<file path="src/rtl/prio_regfile.sv">
module prio_regfile #(
  parameter int          NUM_SOURCES    = 8,
  parameter int          NUM_CONTEXTS   = 2,
  parameter int          MAX_PRIO       = 7,
  parameter logic [31:0] PRIORITY_BASE  = 32'h0000_0004,
  parameter logic [31:0] PENDING_BASE   = 32'h0000_1000,
  parameter logic [31:0] CONTEXT_BASE   = 32'h0000_2000,
  parameter logic [31:0] CONTEXT_STRIDE = 32'h0000_1000
) (
  input  logic                    clk,
  input  logic                    rst,
  input  logic                    bus_valid,
  input  logic                    bus_write,
  input  logic [31:0]             bus_addr,
  input  logic [31:0]             bus_wdata,
  output logic [31:0]             bus_rdata,
  output logic                    bus_err,
  input  logic [NUM_SOURCES:0]    pending,
  output logic [NUM_CONTEXTS-1:0] irq
);
  localparam int PW         = (MAX_PRIO < 2) ? 1 : $clog2(MAX_PRIO + 1);
  localparam bit WRAP       = ((MAX_PRIO + 1) & MAX_PRIO) == 0;
  localparam int PEND_WORDS = (NUM_SOURCES + 32) / 32;
  localparam logic [31:0] PRIO_END = PRIORITY_BASE + 32'(4 * NUM_SOURCES);
  localparam logic [31:0] PEND_END = PENDING_BASE + 32'(4 * PEND_WORDS);
  localparam logic [31:0] CTX_END  = CONTEXT_BASE + 32'(NUM_CONTEXTS) * CONTEXT_STRIDE;

  logic [PW-1:0] prio_q [NUM_SOURCES];
  logic [PW-1:0] thr_q  [NUM_CONTEXTS];
  logic [PEND_WORDS*32-1:0] pend_pad;
  logic [31:0] prio_off, pend_off, ctx_off, ctx_idx, ctx_in, rd_val;
  logic hit_prio, hit_pend, hit_thr, legal, wr_ok;
  logic [PW-1:0] wval;

  assign pend_pad = (PEND_WORDS*32)'(pending);
  assign prio_off = (bus_addr - PRIORITY_BASE) >> 2;
  assign pend_off = (bus_addr - PENDING_BASE) >> 2;
  assign ctx_off  = bus_addr - CONTEXT_BASE;
  assign ctx_idx  = ctx_off / CONTEXT_STRIDE;
  assign ctx_in   = ctx_off % CONTEXT_STRIDE;

  assign hit_prio = bus_addr >= PRIORITY_BASE && bus_addr < PRIO_END;
  assign hit_pend = bus_addr >= PENDING_BASE && bus_addr < PEND_END;
  assign hit_thr  = bus_addr >= CONTEXT_BASE && bus_addr < CTX_END && ctx_in == 32'd0;

  assign legal = WRAP || (bus_wdata <= 32'(MAX_PRIO));
  assign wval  = bus_wdata[PW-1:0];
  assign wr_ok = bus_valid && bus_write && legal;

  always_ff @(posedge clk) begin
    for (int i = 0; i < NUM_SOURCES; i++) begin
      if (rst) prio_q[i] <= '0;
      else if (wr_ok && hit_prio && prio_off == 32'(i)) prio_q[i] <= wval;
    end
    for (int c = 0; c < NUM_CONTEXTS; c++) begin
      if (rst) thr_q[c] <= '0;
      else if (wr_ok && hit_thr && ctx_idx == 32'(c)) thr_q[c] <= wval;
    end
  end

  always_comb begin
    rd_val = '0;
    for (int i = 0; i < NUM_SOURCES; i++)
      if (hit_prio && prio_off == 32'(i)) rd_val = 32'(prio_q[i]);
    for (int c = 0; c < NUM_CONTEXTS; c++)
      if (hit_thr && ctx_idx == 32'(c)) rd_val = 32'(thr_q[c]);
    for (int w = 0; w < PEND_WORDS; w++)
      if (hit_pend && pend_off == 32'(w)) rd_val = pend_pad[w*32 +: 32];
  end

  always_ff @(posedge clk) begin
    if (rst) begin
      bus_rdata <= '0;
      bus_err   <= 1'b0;
    end else begin
      bus_rdata <= (bus_valid && !bus_write) ? rd_val : '0;
      bus_err   <= bus_valid && bus_write && hit_pend;
    end
  end

  for (genvar c = 0; c < NUM_CONTEXTS; c++) begin : g_ctx
    always_comb begin
      irq[c] = 1'b0;
      for (int n = 1; n <= NUM_SOURCES; n++)
        if (pending[n] && prio_q[n-1] > thr_q[c]) irq[c] = 1'b1;
    end
  end
endmodule

</file>
<file path="config.mk">
export PLATFORM = sky130hd
export DESIGN_NAME = prio_regfile
export DESIGN_NICKNAME = d
export VERILOG_FILES = /design/src/rtl/prio_regfile.sv
export SDC_FILE = /design/constraint.sdc
export NUM_CORES = 1
export LEC_CHECK = 0
export ABC_AREA = 1
export CORE_AREA = 2 2 94 96
export DETAILED_ROUTE_END_ITERATION = 10
export DIE_AREA = 0 0 96 98
export DONT_BUFFER_PORTS = 1
export PLACE_DENSITY = 0.67
export SLEW_MARGIN = 20
export SYNTH_ARGS = -nofsm -noshare
export SYNTH_HDL_FRONTEND = slang
export SYNTH_SLANG_ARGS = --single-unit
export TNS_END_PERCENT = 100
</file>
<file path="constraint.sdc">
create_clock -name clk -period 2.5 [get_ports clk]
set_input_delay 0.375 -clock clk [delete_from_list [all_inputs] [get_ports clk]]
set_output_delay 0.375 -clock clk [all_outputs]
set_load 0.05 [all_outputs]
</file>
==> results.txt <==
* Per-cell routed wire length: 15.3 microns
- The worst setup path is captured at an output pin.
- In this run, post-CTS hold repair placed 0 buffers.
- Die H: 98 microns
* Longest individual stage delay on the worst path: 0.51 ns
* Diodes inserted: 0
- The die covers 9410 sq um.
- Critical path startpoint: prio_q[1][5]$_SDFFCE_PN0P_
* Number of logic stages on the critical path including buffering: 8
- Largest net degree at the start of global routing: 13
- After detailed placement, the design holds a cell count of 770.
* Proportion of synthesized chip area in sequential cells: 0.264
- For this block, the routed nets add up to 12.1 mm of wire.
- Busiest metal layer after global routing: met2
- Met2 usage in global routing: 0.436
- Power density cells: 386 nW/um^2
* Setup slack of the worst register-to-register path: 1.02 ns
- Launching point of the worst reg2reg path: prio_q[0][2]$_SDFFCE_PN0P_
- Number of cell rows: 34
- The longest clock path from root to sink contains 2 buffers.
- Of the total power, combinational logic draws 0.260.
- Hold is met by 0.155 ns.
- The worst path in the final design needs a cycle of 2.55 ns, including I/O delays and setup.
- In the global route stage, overall resource usage came out at 0.252.
- Placeable core region: 8470 sq um
- Leakage power summed over all cells: 0.00228 uW
* Placed wire-length estimate after detailed placement: 9.50 mm
- Cell internal power was estimated by the tool at 1310 uW.
* Fraction of met3 tracks used by global routing: 0.0432
- Derived from the worst setup path, the maximum achievable clock frequency is 0.393 GHz.
- RSZ-0062 raised after global routing: true
- The via count of the first global-routing pass is 4096.
- Number of antenna-violating nets in the routed design: 0
* Mapped Avg Cell Area: 6.69 sq um
- Starting density of the core: 0.493
- Number of distinct library cells after synthesis: 35
* Arrival time at the worst endpoint: 2.17 ns
- Critical path startpoint category: flop
* Library cell occupying the most area in the post-synthesis netlist: edfxtp_1
- Critical path destination: irq[0]
- The initial antenna violation count is 0.
- Switching share of power: 0.313
* Commonest non-fill, non-tap cells in the layout: nand2_1, nor2_1, inv_1
* Final weighted congestion of routability-driven global placement: 0.963
- After clock tree synthesis, the clock-pin slew on the worst setup and hold paths is 0.08 ns.
- The endpoint identified for the worst register-to-register timing path is bus_rdata[2]$_SDFF_PP0_.
* Skew-Pair Late Insertion Delay: 0.30 ns
- Leaving out filler cells and counting taps, the final layout contains 789.
- The first routing iteration left 208 violations.
- For met1 alone, demand over resource in global routing was 0.298.
- The run finished, with violations left.
- Across the whole layout, storage elements account for 1100 sq um.
- CP bufs+invs: 1
- Setup violations remaining at the end of the flow were counted as 1.
- The slowest stage of the critical path is the edfxtp_1 cell.
- Of the post-synthesis cell area, the dominant cell type holds 0.216.
- Yosys attributes the largest share of cell area to edfxtp_1, ha_1, nand2_1.
- Between clock sinks in the finished design, the worst skew comes to 0.00474 ns.
* Endpoints failing hold: 0
* Crit path cell chain: ha_4 -> nand2_1 -> nor2_1 -> a211oi_2 -> a31oi_1 -> a221oi_2 -> nand4_1 -> buf_6
- Multi-input gate area in the final layout: 2850 sq um
- Top Ports: 112
- Peak VDD IR: 190 uV
- Worst path top cell family by delay: compound AO/OA/AOI/OAI gates
- The final reports fail on setup timing.
- NumNets Final: 807
- After detailed routing, the number of vias per cell comes to 5.43.
- Leaving out fill and tap cells, the most frequent cell in the layout is nand2_1.
- In this run the power spent charging and discharging nets is 596 uW.
* Count of vias placed by the detailed router: 4281
- Of the total power, registers draw 0.402.
* Synthesis-to-finish area growth: 18.0%
- Yosys synthesis warning count: 0
- The first global-routing pass estimated 18.7 mm of wire.
- The share of total power dissipated in the clock network is 0.338.
* Total of flip-flops plus latches after synthesis: 40
* Number of buffer cells added on primary ports: 0
- Share of the cycle needed by the critical path after routing: 1.02
- Class of the most critical setup path: reg -> out
- First-pass DRT Iterations: 5
- Max-cap violations in this run came to 0.
* Number of fill cells in the layout: 798
- Clock tree from TritonCTS: done
- H-tree levels: 2
- Slew Limit Fails: 0
- Counting every instance in the synthesized netlist gives 624.
- Hold/Removal Path Class: in -> reg
- Counting cells, the worst reg-to-reg path comes to 9.
- At the worst endpoint, the required time is 2.12 ns.
* Root Buffer Master: clkbuf_8
* Share of cells above drive strength 1: 0.166
- In the post-route analysis, the smallest setup slack over all paths is -0.0473 ns.
- After synthesis the cells add up to 4180 sq um.
* TritonCTS Buffers: 5
* Remaining Overflow, GRT: 0
* Maximum fanout along the worst path: 3
* Width of the die: 96 microns
- Drt drc: 0
- Clock tree synthesis found a total of 40 sinks.
## repair_timing
item                       CTS  global route
setup endpoints to repair    2            14
setup buffers                0            12
pin swaps                    1             9
resized for setup            6            36
## metrics by stage
step           utilization  cell area (sq um)  setup slack (ns)  power [uW]  setup TNS [ns]
2_1_floorplan            -               4260            0.0709        1130               0
3_3_place_gp         0.534               4520            -0.127        1190          -0.855
3_5_place_dp         0.534               4520            -0.198        1210           -1.58
4_1_cts              0.551               4670           -0.0269        1840         -0.0269
5_1_grt              0.582               4930           -0.0909        1970          -0.193
6_report             0.582               4930           -0.0473        1900         -0.0473
## how the worst min path moves through the flow
stage,startpoint,endpoint,cells after the start,slack (ns)
2_1_floorplan,rst,bus_err$_SDFF_PP0_,1,0.45
6_report,rst,bus_err$_SDFF_PP0_,1,0.15
4_1_cts,rst,bus_err$_SDFF_PP0_,1,0.16
5_1_grt,rst,bus_err$_SDFF_PP0_,1,0.15
3_3_place_gp,rst,bus_err$_SDFF_PP0_,1,0.47
3_5_place_dp,rst,bus_err$_SDFF_PP0_,1,0.47
## kinds of logic (layout without fill, tap and decap cells)
kind of cell    count (synthesis)  count (layout)  share of synthesized area
fa+ha+maj                      49              49                      0.147
buf+inv                       103             138                      0.115
other cells                     1              23                   0.000898
xor+xnor                        3               3                    0.00629
simple gates                  356             356                      0.373
flops                          40              40                      0.264
compound gates                 72              72                     0.0941
## registers in the layout, summed over array words and instances, names as in the netlist
name       cells
thr_q          6
bus_rdata      9
prio_q        24
bus_err        1
## power groups by stage
stage / clock, uW / sequential (uW) / combinational [uW]
after floorplan: 0 / 766 / 364
after global placement: 0 / 777 / 411
after detailed placement: 0 / 778 / 429
after CTS: 635 / 763 / 439
after global routing: 652 / 768 / 545
final: 642 / 766 / 494
## Yosys cell counts (all sizes together)
library cell / number
a21oi: 20
nand4: 11
or2: 1
clkbuf: 2
nor2: 126
nand3: 54
edfxtp: 30
inv: 72
a311oi: 1
a211oi: 3
o21a: 1
dfxtp: 10
o21ai: 39
o211ai: 3
nor4: 2
xor2: 3
nand3b: 5
a31oi: 3
ha: 49
and2: 1
a32oi: 1
nor3: 6
nand2: 150
a221oi: 1
conb: 1
buf: 24
clkinv: 5
## worst reg2reg max path, delay by kind of cell, from the launching register on
kind / cells / cell delay (ns)
and+or+nand+nor: 6 / 0.46
AOI/OAI and AO/OA: 2 / 0.23
buffers and inverters: 1 / 0.18
DFF: 1 / 0.48
## layout make-up
class                   count  area share
multi-input cells         503       0.578
clock inverters             2      0.0122
flip-flops and latches     40       0.223
well taps                 108      0.0274
clock buffers               5      0.0140
inverters                  77      0.0602
repair buffers             54      0.0845
## routing by layer
metal  share of wire  wire length [microns]
met1            0.40                   4810
met2            0.50                   6090
met3           0.066                    802
met4           0.031                    377
met5               0                      0
(Power assumes the default switching activity.)
